### src/rtl/nwa_pkg.sv
package nwa_pkg;
  localparam int DATA_W     = 32;
  localparam int MAX_BEATS  = 4;
  localparam int BEAT_IDX_W = $clog2(MAX_BEATS);
  localparam int BEAT_CNT_W = BEAT_IDX_W + 1;

  localparam logic [1:0] DEV_NAND = 2'd2;
  localparam logic [1:0] WID_8    = 2'd0;
  localparam logic [1:0] WID_16   = 2'd1;

  typedef enum logic [1:0] {SZ_BYTE = 2'd0, SZ_HALF = 2'd1, SZ_WORD = 2'd2, SZ_WORD2 = 2'd3} accSize_e;
  typedef enum logic [1:0] {REG_NONE, REG_CMD, REG_ADR, REG_DAT} regKind_e;
  typedef enum logic [1:0] {ST_IDLE, ST_XFER, ST_DONE} ctrlState_e;

  typedef struct packed {
    logic [BEAT_CNT_W-1:0] beats;
    logic                  cle;
    logic                  ale;
    logic                  wide;
  } accPlan_t;

  typedef struct packed {
    logic                  load;
    logic                  beatDone;
    logic                  wide;
    logic [BEAT_IDX_W-1:0] beatIdx;
  } dpStrobe_t;
endpackage

### src/rtl/nwa_decode.sv
module nwa_decode
  import nwa_pkg::*;
#(
  parameter int NUM_CS     = 8,
  parameter int ADDR_W     = 12,
  parameter int WIN_BASE   = 'h60,
  parameter int WIN_STRIDE = 'h30,
  parameter int CMD_OFS    = 'h1C,
  parameter int ADR_OFS    = 'h20,
  parameter int DAT_OFS    = 'h24
) (
  input  logic [ADDR_W-1:0]          addr,
  input  logic [1:0]                 size,
  input  logic                       write,
  input  logic [2*NUM_CS-1:0]        csDevType,
  input  logic [2*NUM_CS-1:0]        csWidth,
  output logic [$clog2(NUM_CS)-1:0]  csIdx,
  output accPlan_t                   plan
);
  localparam int CS_W = $clog2(NUM_CS);

  logic [NUM_CS-1:0] hitCmd, hitAdr, hitDat;

  for (genvar g = 0; g < NUM_CS; g++) begin : gWin
    localparam logic [ADDR_W-1:0] CMD_A = ADDR_W'(WIN_BASE + g*WIN_STRIDE + CMD_OFS);
    localparam logic [ADDR_W-1:0] ADR_A = ADDR_W'(WIN_BASE + g*WIN_STRIDE + ADR_OFS);
    localparam logic [ADDR_W-1:0] DAT_A = ADDR_W'(WIN_BASE + g*WIN_STRIDE + DAT_OFS);
    assign hitCmd[g] = (addr[ADDR_W-1:2] == CMD_A[ADDR_W-1:2]);
    assign hitAdr[g] = (addr[ADDR_W-1:2] == ADR_A[ADDR_W-1:2]);
    assign hitDat[g] = (addr[ADDR_W-1:2] == DAT_A[ADDR_W-1:2]);
  end

  regKind_e   kind;
  logic [1:0] devType, devWidth;
  logic       nandOk;

  always_comb begin
    csIdx = '0;
    kind  = REG_NONE;
    for (int i = 0; i < NUM_CS; i++) begin
      if (hitCmd[i] || hitAdr[i] || hitDat[i]) begin
        csIdx = CS_W'(i);
        kind  = hitCmd[i] ? REG_CMD : (hitAdr[i] ? REG_ADR : REG_DAT);
      end
    end
  end

  assign devType  = csDevType[csIdx*2 +: 2];
  assign devWidth = csWidth[csIdx*2 +: 2];
  assign nandOk   = (devType == DEV_NAND) && (devWidth == WID_8 || devWidth == WID_16);

  always_comb begin
    plan.cle  = (kind == REG_CMD);
    plan.ale  = (kind == REG_ADR);
    plan.wide = (devWidth == WID_16);
    if (kind == REG_NONE || !nandOk || (!write && kind != REG_DAT)) begin
      plan.beats = '0;
    end else if (plan.wide) begin
      plan.beats = (size[1]) ? BEAT_CNT_W'(2) : BEAT_CNT_W'(1);
    end else begin
      case (accSize_e'(size))
        SZ_BYTE: plan.beats = BEAT_CNT_W'(1);
        SZ_HALF: plan.beats = BEAT_CNT_W'(2);
        default: plan.beats = BEAT_CNT_W'(4);
      endcase
    end
  end
endmodule

### src/rtl/nwa_ctrl.sv
module nwa_ctrl
  import nwa_pkg::*;
#(
  parameter int NUM_CS = 8
) (
  input  logic                      clk,
  input  logic                      rstN,
  input  logic                      reqValid,
  input  logic                      reqWrite,
  input  accPlan_t                  plan,
  input  logic [$clog2(NUM_CS)-1:0] csIdx,
  output logic                      reqReady,
  output logic                      nandValid,
  input  logic                      nandReady,
  output logic [$clog2(NUM_CS)-1:0] nandCs,
  output logic                      nandCle,
  output logic                      nandAle,
  output logic                      nandWrite,
  output logic                      nandWide,
  output dpStrobe_t                 strobe
);
  localparam int CS_W = $clog2(NUM_CS);

  ctrlState_e            state;
  logic [BEAT_IDX_W-1:0] beatIdx, beatLast;
  logic                  cleQ, aleQ, wrQ, wideQ;
  logic [CS_W-1:0]       csQ;

  always_ff @(posedge clk or negedge rstN) begin
    if (!rstN) begin
      state    <= ST_IDLE;
      beatIdx  <= '0;
      beatLast <= '0;
      cleQ     <= 1'b0;
      aleQ     <= 1'b0;
      wrQ      <= 1'b0;
      wideQ    <= 1'b0;
      csQ      <= '0;
    end else begin
      case (state)
        ST_IDLE: if (reqValid) begin
          cleQ     <= plan.cle;
          aleQ     <= plan.ale;
          wrQ      <= reqWrite;
          wideQ    <= plan.wide;
          csQ      <= csIdx;
          beatIdx  <= '0;
          beatLast <= BEAT_IDX_W'(plan.beats - BEAT_CNT_W'(1));
          state    <= (plan.beats == '0) ? ST_DONE : ST_XFER;
        end
        ST_XFER: if (nandReady) begin
          if (beatIdx == beatLast) state <= ST_DONE;
          else beatIdx <= beatIdx + 1'b1;
        end
        ST_DONE: state <= ST_IDLE;
        default: state <= ST_IDLE;
      endcase
    end
  end

  assign reqReady  = (state == ST_DONE);
  assign nandValid = (state == ST_XFER);
  assign nandCle   = nandValid & cleQ;
  assign nandAle   = nandValid & aleQ;
  assign nandWrite = wrQ;
  assign nandWide  = wideQ;
  assign nandCs    = csQ;

  assign strobe.load     = (state == ST_IDLE) && reqValid;
  assign strobe.beatDone = nandValid && nandReady;
  assign strobe.wide     = wideQ;
  assign strobe.beatIdx  = beatIdx;

  assert_cle_ale_excl_R4: assert property (@(posedge clk) disable iff (!rstN)
    nandValid |-> !(nandCle && nandAle)) else $error("R4: both latch strobes high");

  assert_xfer_hold_R8: assert property (@(posedge clk) disable iff (!rstN)
    nandValid && !nandReady |=> nandValid && $stable(nandCs) && $stable(nandCle)
                                && $stable(nandAle) && $stable(nandWrite) && $stable(nandWide))
    else $error("R8: transfer changed while stalled");

  assert_ready_pulse_R8: assert property (@(posedge clk) disable iff (!rstN)
    reqReady |=> !reqReady) else $error("R8: ready longer than one cycle");

  assert_done_after_beat_R8: assert property (@(posedge clk) disable iff (!rstN)
    $rose(reqReady) && $past(nandValid) |-> $past(nandReady))
    else $error("R8: completion without final handshake");
endmodule

### src/rtl/nwa_datapath.sv
module nwa_datapath
  import nwa_pkg::*;
#(
  parameter int BUS_W = 16
) (
  input  logic              clk,
  input  logic              rstN,
  input  dpStrobe_t         strobe,
  input  logic [DATA_W-1:0] reqWdata,
  input  logic [BUS_W-1:0]  nandRdata,
  output logic [BUS_W-1:0]  nandWdata,
  output logic [DATA_W-1:0] rspRdata
);
  localparam int BYTE_W = 8;
  localparam int HALF_W = BUS_W;

  logic [DATA_W-1:0] wdataQ, rdataQ;

  always_ff @(posedge clk or negedge rstN) begin
    if (!rstN) begin
      wdataQ <= '0;
      rdataQ <= '0;
    end else if (strobe.load) begin
      wdataQ <= reqWdata;
      rdataQ <= '0;
    end else if (strobe.beatDone) begin
      if (strobe.wide) rdataQ[strobe.beatIdx[0]*HALF_W +: HALF_W] <= nandRdata;
      else             rdataQ[strobe.beatIdx*BYTE_W +: BYTE_W]    <= nandRdata[BYTE_W-1:0];
    end
  end

  always_comb begin
    if (strobe.wide) nandWdata = wdataQ[strobe.beatIdx[0]*HALF_W +: HALF_W];
    else             nandWdata = {{(BUS_W-BYTE_W){1'b0}}, wdataQ[strobe.beatIdx*BYTE_W +: BYTE_W]};
  end

  assign rspRdata = rdataQ;

  assert_read_cleared_R9: assert property (@(posedge clk) disable iff (!rstN)
    strobe.load |=> rspRdata == '0) else $error("R9: stale read data after new access");
endmodule

### src/rtl/nand_width_adapter.sv
module nand_width_adapter
  import nwa_pkg::*;
#(
  parameter int NUM_CS = 8,
  parameter int ADDR_W = 12,
  parameter int BUS_W  = 16
) (
  input  logic                      clk,
  input  logic                      rstN,
  input  logic                      reqValid,
  input  logic                      reqWrite,
  input  logic [ADDR_W-1:0]         reqAddr,
  input  logic [1:0]                reqSize,
  input  logic [DATA_W-1:0]         reqWdata,
  output logic                      reqReady,
  output logic [DATA_W-1:0]         rspRdata,
  input  logic [2*NUM_CS-1:0]       csDevType,
  input  logic [2*NUM_CS-1:0]       csWidth,
  output logic                      nandValid,
  input  logic                      nandReady,
  output logic [$clog2(NUM_CS)-1:0] nandCs,
  output logic                      nandCle,
  output logic                      nandAle,
  output logic                      nandWrite,
  output logic                      nandWide,
  output logic [BUS_W-1:0]          nandWdata,
  input  logic [BUS_W-1:0]          nandRdata
);
  localparam int CS_W = $clog2(NUM_CS);

  accPlan_t        plan;
  logic [CS_W-1:0] csIdx;
  dpStrobe_t       strobe;

  nwa_decode #(.NUM_CS(NUM_CS), .ADDR_W(ADDR_W)) u_decode (
    .addr(reqAddr), .size(reqSize), .write(reqWrite),
    .csDevType(csDevType), .csWidth(csWidth), .csIdx(csIdx), .plan(plan));

  nwa_ctrl #(.NUM_CS(NUM_CS)) u_ctrl (
    .clk(clk), .rstN(rstN), .reqValid(reqValid), .reqWrite(reqWrite),
    .plan(plan), .csIdx(csIdx), .reqReady(reqReady), .nandValid(nandValid),
    .nandReady(nandReady), .nandCs(nandCs), .nandCle(nandCle), .nandAle(nandAle),
    .nandWrite(nandWrite), .nandWide(nandWide), .strobe(strobe));

  nwa_datapath #(.BUS_W(BUS_W)) u_datapath (
    .clk(clk), .rstN(rstN), .strobe(strobe), .reqWdata(reqWdata),
    .nandRdata(nandRdata), .nandWdata(nandWdata), .rspRdata(rspRdata));

  assert_wdata_hold_R8: assert property (@(posedge clk) disable iff (!rstN)
    nandValid && !nandReady |=> $stable(nandWdata)) else $error("R8: write data moved while stalled");

  assert_nand_type_R2: assert property (@(posedge clk) disable iff (!rstN)
    nandValid |-> csDevType[nandCs*2 +: 2] == DEV_NAND) else $error("R2: transfer to non-NAND window");

  assert_width_legal_R3: assert property (@(posedge clk) disable iff (!rstN)
    nandValid |-> (csWidth[nandCs*2 +: 2] == WID_8 || csWidth[nandCs*2 +: 2] == WID_16))
    else $error("R3: transfer with illegal width");

  assert_byte_lane_R5: assert property (@(posedge clk) disable iff (!rstN)
    nandValid && !nandWide |-> nandWdata[BUS_W-1:8] == '0) else $error("R5: upper lane not zero");
endmodule

### config.mk
export PLATFORM = sky130hd
export DESIGN_NAME = nand_width_adapter
export DESIGN_NICKNAME = d
export VERILOG_FILES = /design/src/rtl/nwa_pkg.sv /design/src/rtl/nwa_decode.sv /design/src/rtl/nwa_ctrl.sv /design/src/rtl/nwa_datapath.sv /design/src/rtl/nand_width_adapter.sv
export SDC_FILE = /design/constraint.sdc
export NUM_CORES = 1
export LEC_CHECK = 0
export BUFFER_PORTS_ARGS = -buffer_cell sky130_fd_sc_hd__clkbuf_2
export CAP_MARGIN = 20
export CORE_ASPECT_RATIO = 1.1
export CORE_MARGIN = 4
export CORE_UTILIZATION = 39
export DETAILED_ROUTE_END_ITERATION = 6
export PLACE_DENSITY_LB_ADDON = 0.08
export SLEW_MARGIN = 15
export SYNTH_ARGS = -nofsm -noshare
export SYNTH_HDL_FRONTEND = slang
export SYNTH_HIERARCHICAL = 1
export SYNTH_SLANG_ARGS = --single-unit
### constraint.sdc
create_clock -name clk -period 3.29 [get_ports clk]
set_clock_uncertainty 0.2 [all_clocks]
set_input_delay 0.4935 -clock clk [delete_from_list [all_inputs] [get_ports clk]]
set_output_delay 0.4935 -clock clk [all_outputs]
set_load 0.05 [all_outputs]
### Word level (Yosys, flattened, before mapping)

Index checks and enable logic that the tools add are counted.

* order comparisons: 0
* add/sub/neg operators: 4
* divide/modulo/power cells: 0
* multiply operators: 0
* shift-type cells: 8
* multiplexer cells: 50
* reductions and logical operators: 35
* equal/unequal tests: 37
* bitwise logic cells: 2

Operator list (count)
* equality test 10 x 7 -> 1 bit, second input constant: 15
* 2-to-1 mux 32 bit: 3
* equality test 10 x 6 -> 1 bit, second input constant: 8
* negation 5 -> 34 bit: 2
* bitwise mux 32 bit: 2
* 2-to-1 mux 2 bit: 26
* variable shift 16 x 34 -> 32 bit, first input constant: 1
* variable shift 8 x 34 -> 32 bit, first input constant: 1
* variable part select 16 x 34 -> 32 bit: 1
* variable part select 8 x 34 -> 32 bit: 1
* variable part select 16 x 5 -> 2 bit: 2
* variable part select 32 x 6 -> 16 bit: 1
* variable part select 32 x 6 -> 8 bit: 1
* logical OR 1 bit: 19
* 2-to-1 mux 3 bit: 6
* 2-to-1 mux 16 bit: 1
* equality test 10 x 5 -> 1 bit, second input constant: 1
* inequality test 2 bit, second input constant: 5
* 2-to-1 mux 1 bit: 9
* equality test 2 x 1 -> 1 bit, second input constant: 4
* zero test 2 bit: 4
* case mux 2 bit (2 select lines): 2
* equality test 2 bit, second input constant: 3
* case mux 3 bit (2 select lines): 1
* other kinds (11): 17

* memories kept: 0
* RAM bits: 0
* input port bits: 99
* logic and storage cells: 146
* latch bits: 0
* bits in read-only memories: 0
* register bits after elaboration: 77

### Longest topological paths before layout

* depth after elaboration: 22
* depth in mapped cells: 14
* gate-level depth less buffers: 12

### By module

The synthesis kept the hierarchy.

By module, submodules not included
* nwa_datapath: instances 1, area each 3229.3 sq um, cells an instance 285
* nwa_decode: instances 1, area each 1023.5 sq um, cells an instance 139
* nwa_ctrl: instances 1, area each 669.4 sq um, cells an instance 57

### Worst setup path before layout

OpenSTA, ideal clock, no wires.

* path type: input to register
* start: input reqAddr[11]
* end: register u_ctrl.state[0]
* arrival time: 3.146 ns
* cell stages on the path: 11
* slack: -0.121 ns
* setup time: 0.065 ns
* buffers on the path: 0
* path through: or4b_4 > a211oi_4 > a21boi_2 > inv_2 > mux4_2 > o22a_1 > a2111oi_2 > inv_1 > ha_1 > a21boi_0 > o211a_1

RTL lines
* start: declaration: RTL line nand_width_adapter.sv:12 `input logic [ADDR_W-1:0] reqAddr,`
* end signal: assignment: RTL line nwa_ctrl.sv:49 `state <= (plan.beats == '0) ? ST_DONE : ST_XFER;`
* end: declaration: RTL line nwa_ctrl.sv:24 `ctrlState_e state;`

==> out/results.txt <==
The number of antenna repair diodes came out at 0. The run finished with clean final reports. The yosys synthesis warning count is 6. The die is 115 microns wide.

In this run the mean area of a mapped cell was 10.2 sq um. For this run, the post-layout net count is 771. Number of failing setup endpoints in the final timing report: 0. By area the synthesized netlist is led by sky130_fd_sc_hd__dfrtp_1 39%, sky130_fd_sc_hd__mux2_2 8.5%, sky130_fd_sc_hd__mux2i_1 6.5%. The layout-stage area growth over the synthesis result is 32.3%. For this run, the top clock speed supported by timing is 315 MHz. The share of synthesized flip-flops with an asynchronous set or reset came out at 1.00.

The clock drives 77 sinks. The max-slew headroom at the worst pin is 0.599. Flip-flop cell with the highest count after synthesis: sky130_fd_sc_hd__dfrtp_1. In this run, synthesis inferred 0 flip-flops with an integrated enable.

Once the clock tree was built, the setup fixing pass inserted 0 buffers. The number of H-tree branching levels is 3, and the portion of the post-synthesis area used by sequential elements is 0.391. The tools report the detailed-route wire length as 13300 microns.

The routed via count divided by cell count is 5.36. STA classifies the critical path startpoint as a primary input. Number of global-route vias before repair: 4501. The remaining global-route overflow is 0, and the detailed-route via count is 4422. Entering global routing, the biggest net connects 78 pins.

The clock period could shrink to 3.17 ns. The total negative slack was 0 ns. The logs give 4 for the detailed-router iteration count before antenna repair and 2770 sq um for the total area of multi-input combinational cells. DRC violation count after routing: 0. When the netlist entered floorplanning its net count stood at 586.

The clock passes through at most 2 buffers. The tools report the number of top-level design ports as 156. The type of the tightest min-delay check is in2reg. The number of pins with negative max-slew slack in the final report is 0.

TritonCTS built the clock tree. The final core utilization is 0.534, and the number of I/O port buffers is 153. The run gives 0.850 as the routability congestion estimate.

In this run the static leakage power is 3.02 nW. Counting the fill cells in the layout gives 1170. The overall die height was 126 microns.

Most area-hungry cell type in the Yosys netlist: sky130_fd_sc_hd__dfrtp_1. The number of flip-flops and latches in the synthesized netlist is 77. VDD sags by at most 0.000314 V. Dividing the detail-routed wire length by the instance count gives 16.1 microns.

Effective utilization at floorplan: 0.404. The kind of critical path is in2reg. The first routing iteration left 239 violations. The tool flagged a number of max-cap violations equal to 0.

The first global-routing pass estimated 21700 microns of wire. The proportion of netlist area held by the largest area contributor was 0.391. The tools report the count of unique library cells instantiated by Yosys as 78. Sequential standard cell area: 1930 sq um. The sum of net half-perimeters after detailed placement was 10200 microns; the area of the core region was 12200 sq um. For the worst setup path, the data arrival time is 3.25 ns. The clock-pin transition on the worst setup and hold timing paths works out to 0.06 ns. The ratio of total power to cell area is 475 nW/um^2, and the number of hold-slack violations in the final timing report is 0. In this run the worst path has a maximum fanout of 4.

The number of antenna-violating nets in the routed design is 0. The layout cell share with drive strength beyond 1 was 0.449. In this run the cell area of the synthesized design comes to 4920 sq um. The logs give 0.33 ns for the source-to-sink clock delay at the later pin of the worst-skew pair and 0 for the number of antenna violations at the first check in global routing. Required time reported for the critical path endpoint: 3.36 ns. The tools report the total routing usage reported by global routing as 0.185. In this run, CTS created clock tree buffers numbering 9. The sort of element at the end of the critical path is a flop.

The root buffer cell chosen for the clock tree is sky130_fd_sc_hd__clkbuf_16. The count of standard-cell rows was 42; the number of cells produced by synthesis was 481. For the pin with the worst max-slew slack, the measured transition is 0.594 ns.

The die footprint is 14500 sq um. The post-route fraction of the period consumed by the critical path works out to 0.965.
==> routing by layer <==
| layer | vias up | track usage | part of all wire |
|---|---|---|---|
| met4 | 0 | 0.0539 | 0.0099 |
| met2 | 137 | 0.300 | 0.48 |
| met1 | 2148 | 0.246 | 0.45 |
| met3 | 8 | 0.0417 | 0.064 |
| met5 | - | 0 | 0 |
| li1 | 2129 | - | - |
==> sequential cells by signal (all words and copies together) (netlist names) <==
| signal | flops |
|---|---|
| u_ctrl/aleQ | 1 |
| u_datapath/rspRdata | 32 |
| u_ctrl/nandWide | 1 |
| u_datapath/wdataQ | 32 |
| u_ctrl/nandWrite | 1 |
| u_ctrl/beatLast | 2 |
| u_ctrl/cleQ | 1 |
| u_ctrl/beatIdx | 2 |
| u_ctrl/nandCs | 3 |
| u_ctrl/state | 2 |
==> critical path: stages <==
cell,delay [ns]
sky130_fd_sc_hd__clkbuf_2,0.11
sky130_fd_sc_hd__or4b_4,0.57
sky130_fd_sc_hd__a311oi_1,0.29
sky130_fd_sc_hd__a31o_2,0.22
sky130_fd_sc_hd__a211o_1,0.15
sky130_fd_sc_hd__o211ai_2,0.11
sky130_fd_sc_hd__or3_1,0.42
sky130_fd_sc_hd__a2111oi_2,0.33
sky130_fd_sc_hd__inv_1,0.09
sky130_fd_sc_hd__ha_2,0.20
sky130_fd_sc_hd__a21boi_1,0.12
sky130_fd_sc_hd__o211a_1,0.14
==> power breakdown <==
part           switching, W  internal, W  total [W]
logic              0.000592     0.000329   0.000922
clock network      0.000414     0.000599    0.00101
registers         0.0000902      0.00107    0.00116
total               0.00110      0.00199    0.00309
==> cell families after synthesis <==
group	count (synthesis)	synth area share
DFF	77	0.391
xor gates and xnor gates	6	0.0107
adders and majority gates	7	0.0173
AOI/OAI and AO/OA	104	0.155
and+or+nand+nor	146	0.167
buffers and inverters	58	0.0526
muxes	83	0.206
==> final timing paths <==
| check | from | to | slack [ns] | cells after the start |
|---|---|---|---|---|
| worst max register to register | u_ctrl/state[0] | u_datapath/rspRdata[26] | 0.67 | 6 |
| max in group asynchronous | rstN | u_ctrl/beatIdx[0] | 1.90 | 3 |
| worst max-delay path | reqAddr[10] | u_ctrl/state[0] | 0.12 | 12 |
| worst min register to register | u_datapath/rspRdata[13] | u_datapath/rspRdata[13] | 0.28 | 2 |
| worst min-delay path | reqWdata[3] | u_datapath/wdataQ[3] | 0.19 | 2 |
| min in group asynchronous | rstN | u_datapath/wdataQ[28] | 0.41 | 2 |
==> what timing repair did <==
item | 4_1_cts | 5_1_grt
hold buffers | 0 | 1
gates resized for setup | 0 | 6
endpoints found under the hold margin | 0 | 22
endpoints found under the setup margin | 0 | 2
==> stage by stage <==
step | instances | total power [W] | worst slack (ns) | instance area, sq um | hold slack, ns
global route | 825 | 0.00326 | -0.0000371 | 6510 | 0.181
global placement | 806 | 0.00206 | -0.201 | 6110 | 0.261
floorplan | 481 | 0.00180 | -0.0170 | 4920 | -0.00209
CTS | 822 | 0.00312 | 0.144 | 6420 | 0.164
detailed placement | 806 | 0.00208 | -0.206 | 6110 | 0.272
finish | 825 | 0.00309 | 0.116 | 6510 | 0.191
==> cell usage after synthesis, types with 8 or more instances <==
library cell,instances
sky130_fd_sc_hd__nand2_1,47
sky130_fd_sc_hd__buf_2,15
sky130_fd_sc_hd__mux2i_1,32
sky130_fd_sc_hd__inv_1,24
sky130_fd_sc_hd__clkbuf_1,8
sky130_fd_sc_hd__nand2b_1,12
sky130_fd_sc_hd__mux4_2,9
sky130_fd_sc_hd__nor2b_1,13
sky130_fd_sc_hd__a21oi_1,21
sky130_fd_sc_hd__mux2_2,37
sky130_fd_sc_hd__o21ai_0,17
sky130_fd_sc_hd__a22oi_1,16
sky130_fd_sc_hd__dfrtp_1,77
sky130_fd_sc_hd__nor2_1,26
==> cells in the final DEF, fill, tap and decap left out, drive strengths merged, types with 4 or more instances in the layout <==
master	count
a211oi	7
a21o	4
a21oi	21
a22oi	16
buf	53
clkbuf	161
dfrtp	77
ha	6
inv	30
mux2	42
mux2i	32
mux4	9
nand2	47
nand2b	12
nand3b	6
nand4b	4
nor2	28
nor2b	13
nor3	4
nor3b	4
o21ai	20
xnor2	4
==> area by class of cell <==
class	instances	area share
repair buffers	206	0.188
clock inverters	7	0.0123
clock buffers	9	0.0346
well taps	154	0.0296
inverters	26	0.0150
flip-flops and latches	77	0.296
multi-input cells	346	0.425
(Power assumes the default switching activity.)
